**config.mk**
```make
export PLATFORM = sky130hd
export DESIGN_NAME = burst_addr_gen
export DESIGN_NICKNAME = d
export VERILOG_FILES = /design/src/rtl/burst_addr_pkg.sv /design/src/rtl/burst_strobe_arb.sv /design/src/rtl/burst_beat_ctr.sv /design/src/rtl/burst_seq_map.sv /design/src/rtl/burst_addr_gen.sv
export SDC_FILE = /design/constraint.sdc
export NUM_CORES = 1
export LEC_CHECK = 0
export ABC_AREA = 1
export BUFFER_PORTS_ARGS = -buffer_cell sky130_fd_sc_hd__buf_2
export CAP_MARGIN = 20
export CELL_PAD_IN_SITES_DETAIL_PLACEMENT = 0
export CELL_PAD_IN_SITES_GLOBAL_PLACEMENT = 2
export CORE_ASPECT_RATIO = 1.75
export CORE_MARGIN = 4
export CORE_UTILIZATION = 29
export CTS_BUF_LIST = sky130_fd_sc_hd__clkbuf_8
export CTS_CLUSTER_SIZE = 8
export DETAILED_ROUTE_END_ITERATION = 8
export HOLD_SLACK_MARGIN = 0.15
export PLACE_DENSITY = 0.85
export SYNTH_ARGS = -nofsm -noshare
export SYNTH_HDL_FRONTEND = slang
export SYNTH_SLANG_ARGS = --single-unit
export TNS_END_PERCENT = 20
```
**constraint.sdc**
```tcl
create_clock -name clk_i -period 1.8 [get_ports clk_i]
set_input_delay 0.18 -clock clk_i [delete_from_list [all_inputs] [get_ports clk_i]]
set_output_delay 0.18 -clock clk_i [all_outputs]
set_load 0.02 [all_outputs]
```
**src/rtl/burst_addr_pkg.sv**
```systemverilog
package burst_addr_pkg;
  typedef enum logic {
    ORD_LINEAR     = 1'b0,
    ORD_INTERLEAVE = 1'b1
  } order_e;

  typedef enum logic [1:0] {
    SRC_NONE = 2'd0,
    SRC_CPU  = 2'd1,
    SRC_CTL  = 2'd2
  } load_src_e;
endpackage

```
**src/rtl/burst_strobe_arb.sv**
```systemverilog
module burst_strobe_arb
  import burst_addr_pkg::*;
(
  input  logic      clk_i,
  input  logic      rst_ni,
  input  logic      cpu_stb_i,
  input  logic      ctl_stb_i,
  input  logic      ce_i,
  output load_src_e src_o
);
  logic ce_q;

  always_ff @(posedge clk_i or negedge rst_ni) begin
    if (!rst_ni) ce_q <= 1'b0;
    else         ce_q <= ce_i;
  end

  // processor strobe qualified by last edge's chip enable; it wins a tie
  always_comb begin
    if (cpu_stb_i && ce_q) src_o = SRC_CPU;
    else if (ctl_stb_i)    src_o = SRC_CTL;
    else                   src_o = SRC_NONE;
  end
endmodule

```
**src/rtl/burst_beat_ctr.sv**
```systemverilog
module burst_beat_ctr #(
  parameter int unsigned CNT_W = 2
) (
  input  logic             clk_i,
  input  logic             rst_ni,
  input  logic             clear_i,
  input  logic             step_i,
  output logic [CNT_W-1:0] beat_o
);
  logic [CNT_W-1:0] beat_q;

  always_ff @(posedge clk_i or negedge rst_ni) begin
    if (!rst_ni)      beat_q <= '0;
    else if (clear_i) beat_q <= '0;
    else if (step_i)  beat_q <= beat_q + 1'b1;  // natural wrap
  end

  assign beat_o = beat_q;
endmodule

```
**src/rtl/burst_seq_map.sv**
```systemverilog
module burst_seq_map
  import burst_addr_pkg::*;
#(
  parameter int unsigned CNT_W = 2
) (
  input  order_e           order_i,
  input  logic [CNT_W-1:0] start_i,
  input  logic [CNT_W-1:0] beat_i,
  output logic [CNT_W-1:0] low_o
);
  logic [CNT_W-1:0] lin_w;
  logic [CNT_W-1:0] ilv_w;

  assign lin_w = start_i + beat_i;

  for (genvar b = 0; b < CNT_W; b++) begin : g_ilv
    assign ilv_w[b] = start_i[b] ^ beat_i[b];
  end

  assign low_o = (order_i == ORD_INTERLEAVE) ? ilv_w : lin_w;
endmodule

```
**src/rtl/burst_addr_gen.sv**
```systemverilog
module burst_addr_gen
  import burst_addr_pkg::*;
#(
  parameter int unsigned ADDR_W = 17,
  parameter int unsigned CNT_W  = 2
) (
  input  logic              clk_i,
  input  logic              rst_ni,
  input  logic [ADDR_W-1:0] addr_i,
  input  logic              cpu_stb_i,
  input  logic              ctl_stb_i,
  input  logic              adv_i,
  input  logic              ce_i,
  input  logic              order_i,
  output logic [ADDR_W-1:0] addr_o,
  output logic [CNT_W-1:0]  beat_o,
  output logic              active_o
);
  localparam int unsigned HI_W = ADDR_W - CNT_W;

  load_src_e        src_w;
  logic             load_w;
  logic             step_w;
  logic [ADDR_W-1:0] base_q;
  logic             active_q;
  logic [CNT_W-1:0] beat_w;
  logic [CNT_W-1:0] low_w;
  order_e           order_w;

  burst_strobe_arb u_arb (
    .clk_i    (clk_i),
    .rst_ni   (rst_ni),
    .cpu_stb_i(cpu_stb_i),
    .ctl_stb_i(ctl_stb_i),
    .ce_i     (ce_i),
    .src_o    (src_w)
  );

  assign load_w = (src_w != SRC_NONE);
  assign step_w = adv_i && active_q && !load_w;

  always_ff @(posedge clk_i or negedge rst_ni) begin
    if (!rst_ni) begin
      base_q   <= '0;
      active_q <= 1'b0;
    end else if (load_w) begin
      base_q   <= addr_i;
      active_q <= (src_w == SRC_CPU) ? 1'b1 : ce_i;
    end
  end

  burst_beat_ctr #(.CNT_W(CNT_W)) u_ctr (
    .clk_i  (clk_i),
    .rst_ni (rst_ni),
    .clear_i(load_w),
    .step_i (step_w),
    .beat_o (beat_w)
  );

  assign order_w = order_e'(order_i);

  burst_seq_map #(.CNT_W(CNT_W)) u_map (
    .order_i(order_w),
    .start_i(base_q[CNT_W-1:0]),
    .beat_i (beat_w),
    .low_o  (low_w)
  );

  assign addr_o   = {base_q[ADDR_W-1 -: HI_W], low_w};
  assign beat_o   = beat_w;
  assign active_o = active_q;
endmodule

```
Word level (Yosys, flattened, before mapping)
Cells that the tools add are included.
Cells by class
  add/sub/neg operators: 2
  bitwise logic cells: 2
  reduce and logical (&&, ||, !) cells: 6
  eq/ne operators: 1
  mux-type cells: 6
Operators with widths (count)
  $mux W2: 5
  $reduce_bool A2 Y1: 2
  $logic_and A1 B1 Y1: 3
  $add A2 B1 Y2 const B: 1
  $add A2 B2 Y2: 1
  $eq A2 B1 Y1 const B: 1
  $xor A1 B1 Y1: 2
  $logic_not A1 Y1: 1
  $mux W1: 1
Word-level totals
  logic and storage cells: 21
  output and inout port bits: 20
  input bits: 24
  bits in registers: 21

Longest topological paths before layout
  word-level depth: 7
  mapped depth: 6
  gate-level depth less buffers: 6

Cells and area by module
A second synthesis with hierarchy kept.
Unflattened totals
  cell total of the unflattened synthesis: 126
  area, all modules: 1032.2 um2
Modules (own cells, without submodules)
  burst_addr_gen: area an instance 833.3 um2, times used 1, sequential area each 450.4 um2, cells an instance 95
  burst_beat_ctr: area an instance 86.3 um2, times used 1, sequential area each 50.0 um2, cells an instance 11
  burst_seq_map: area an instance 67.6 um2, times used 1, sequential area each 0.0 um2, cells an instance 15
  burst_strobe_arb: area an instance 45.0 um2, times used 1, sequential area each 25.0 um2, cells an instance 5

Worst setup path before layout
No wires, ideal clock.
  path type: register to output
  start: register u_ctr.beat_q[0] (netlist: u_ctr.beat_o[0])
  end: output addr_o[1]
  buffers on the path: 0
  slack: 0.598 ns
  required time: 1.620 ns
  cell stages (with the launch flop): 7
  arrival time: 1.022 ns
  path through: dfrtp_1 -> ha_1 -> nand2_1 -> inv_1 -> nand2_1 -> nand2_1 -> inv_1
On the way
  longest elaborated chain between the ends: 2
Ends and longest elaborated chain
  start, declared: RTL line burst_beat_ctr.sv:10  | logic [CNT_W-1:0] beat_q;
  start signal, assigned: RTL line burst_beat_ctr.sv:15  | else if (step_i) beat_q <= beat_q + 1'b1;
  $add A2 B2 Y2: RTL line burst_seq_map.sv:14  | assign lin_w = start_i + beat_i;
  $mux W2: RTL line burst_seq_map.sv:20  | assign low_o = (order_i == ORD_INTERLEAVE) ? ilv_w : lin_w;
  end, declared: RTL line burst_addr_gen.sv:15  | output logic [ADDR_W-1:0] addr_o,
Every way passes these cells.

Worst setup path after layout
Same ends and word-level chain as after synthesis.

==> run metrics <==
Seq/Total Area, Yosys 50.5%; Via-to-Cell Ratio 4.14; clock buffer depth 2; Final TNS setup 0 ns; DP HPWL 1.62 mm; Crit. End Element primary output; area leader, netlist dfrtp_1; Synth Register Bits 21; Final Instance Area 1400 µm²; die width 53.3 µm; total track usage 11.7%; synth top area cells dfrtp_1, nand2_1, buf_4; synth cell count leaders nand2_1, dfrtp_1, nand3_1; layout cells sized above 1 33.5%; Max IR drop VDD 0.497 mV; Hold EP active_o; Area after DPL 1160 µm²; Rows 28; max-slew violations 0; ys flop type dfrtp_1; number of post-CTS setup repair buffers 0; Synth Area per Inst 8.96 µm²; core area 3430 µm²; reg2reg path depth 4; Ports 44; initial antenna violation count 0; Detailed Routing Iterations Pass 1 4; CP required 1.62 ns; status finished, final reports clean; Final Hold Fails 0; Final min period 1.47 ns; post-synth top area share 50.5%; gr ovfl total 0; vias 865; Residual DRC 0; nets@finish 190; Initial Util 30.3%; setup ws final 0.332 ns; H-Tree Depth 1; Skew-Pair Late Insertion Delay 0.25 ns; FILL cells 400; Hold Path Class in2reg; Num CTS Buffers 3; P&R area growth vs syn 34.7%; Hold Path Depth 3; Die ar. 4650 µm²; R2R Path End base_q[1]; Storage cell area 526 µm²; maximum clock rate 681 MHz; CTS root buffer clkbuf_8; post-placement setup slack 0.609 ns; Final period util 81.6%; Max-slew headroom 68.5%; gpl congestion 0.760; CP max FO 5; EDFF count, synth 0; CTS clk-pin slew, worst paths 0.08 ns; reg2reg setup slack 0.75 ns; Mapped Cells 116; Power Dens Cells 786 nW/µm²; IO buf count 43; Yosys Warn Count 0; Synth async-reset ratio 100%; Tot Pwr 1.10 mW; Initial DRC Count 9; post-synth cell types 16; max cap viols 0; Setup Viol. Count Final 0; RSZ-0062 raised after global routing false; most common cell in the netlist nand2_1; CTS tree built; final WL 2.33 mm; Synthesized Nets 141; Routed wire per std cell 11.1 µm; largest net degree at the start of global routing 22; Leakage Power 0.772 nW; global-route wire length before repair 4.08 mm; Critical Path Start Type flip-flop; Critical R2R Launch u_arb.ce_q; clk sinks 21; Final ANT Viol Nets 0; Setup Skew 0.00132 ns; crit path kind reg2out; critical hold path startpoint ctl_stb_i; area of the multi-input gates 342 µm²; Arr. time, crit path 1.29 ns; Mapped Area 1040 µm²; Die Y 87.2 µm; worst-margin pin slew 0.472 ns; vias in the first global route 934; Ant. Diodes 0
## layout make-up
type | instances | area share, %
Timing Repair Buffer | 62 | 29.0
Tap cell | 45 | 4.02
Inverter | 6 | 1.79
Multi-Input combinational cell | 71 | 24.4
Clock inverter | 1 | 0.357
Sequential cell | 21 | 37.5
Clock buffer | 3 | 2.95
## how the worst max path moves through the flow
| stage | start | endpoint | slack (ns) | cells past startpoint |
|---|---|---|---|---|
| 2_1_floorplan | u_ctr.beat_o[0] | addr_o[1] | 0.60 | 6 |
| 3_3_place_gp | u_ctr.beat_o[0] | addr_o[1] | 0.63 | 7 |
| 3_5_place_dp | u_ctr.beat_o[0] | addr_o[1] | 0.61 | 7 |
| 4_1_cts | u_ctr.beat_o[0] | addr_o[1] | 0.32 | 7 |
| 5_1_grt | u_ctr.beat_o[0] | addr_o[1] | 0.24 | 7 |
| 6_report | u_ctr.beat_o[0] | addr_o[1] | 0.33 | 7 |
## state kept, by name, summed over array words and instances (netlist names)
name / flops
active_o: 1
base_q: 17
u_arb.ce_q: 1
u_ctr.beat_o: 2
## layout by cell type (no fill, tap or decap)
cell type and instances:
buf_2 43, nand2_1 39, dfrtp_1 21, nand3_1 20
dlygate4sd3_1 19, inv_1 5, nand2_2 4, clkbuf_8 3
nand2_4 1, inv_4 1, nand2_8 1, o21ai_0 1
a21oi_1 1, nor2_1 1, nand4_1 1, nor2_2 1
ha_1 1, clkinv_2 1
## worst max-delay path: stages, from the launching register on
cell	delay, ns
dfrtp_1	0.43
ha_1	0.21
nand2_1	0.08
inv_1	0.04
nand2_1	0.05
nand2_1	0.04
inv_1	0.04
buf_2	0.15
## layer usage
metal | global-route usage, % | wire length [µm] | part of all wire [%] | up-vias
met5 | 0 | 0 | 0 | -
met3 | 1.72 | 117 | 5.0 | 2
li1 | - | - | - | 447
met4 | 5.58 | 23 | 0.99 | 0
met2 | 21.5 | 1270 | 55 | 23
met1 | 12.5 | 912 | 39 | 393
## per-stage QoR
stage	hold WS (ns)	util, %	cells
floorplan	-0.116	-	116
global placement	0.160	33.9	186
detailed placement	0.166	33.9	186
CTS	0.187	40.8	209
global route	0.207	40.8	209
finish	0.194	40.8	209
## logic make-up (layout without fill, tap and decap cells)
kind of cell               after synthesis  count (layout)  synth area share [%]
and+or+nand+nor                         68              68                  30.7
buffers and inverters                   24              72                  16.6
DFF                                     21              21                  50.5
AOI/OAI and AO/OA                        2               2                 0.962
adders and majority gates                1               1                  1.20
## power by group
| group | switching, mW | internal (mW) | total, mW |
|---|---|---|---|
| Clock | 0.151 | 0.154 | 0.305 |
| Sequential | 0.0249 | 0.514 | 0.539 |
| Combinational | 0.151 | 0.106 | 0.257 |
| Total | 0.326 | 0.774 | 1.10 |
## timing repair
item | in CTS | in global routing
hold buffers | 19 | 0
hold endpoints to repair | 39 | 0
resized for setup | 0 | 0
endpoints found under the setup margin | 0 | 0
No activity file was read; power rests on OpenSTA's default activity.
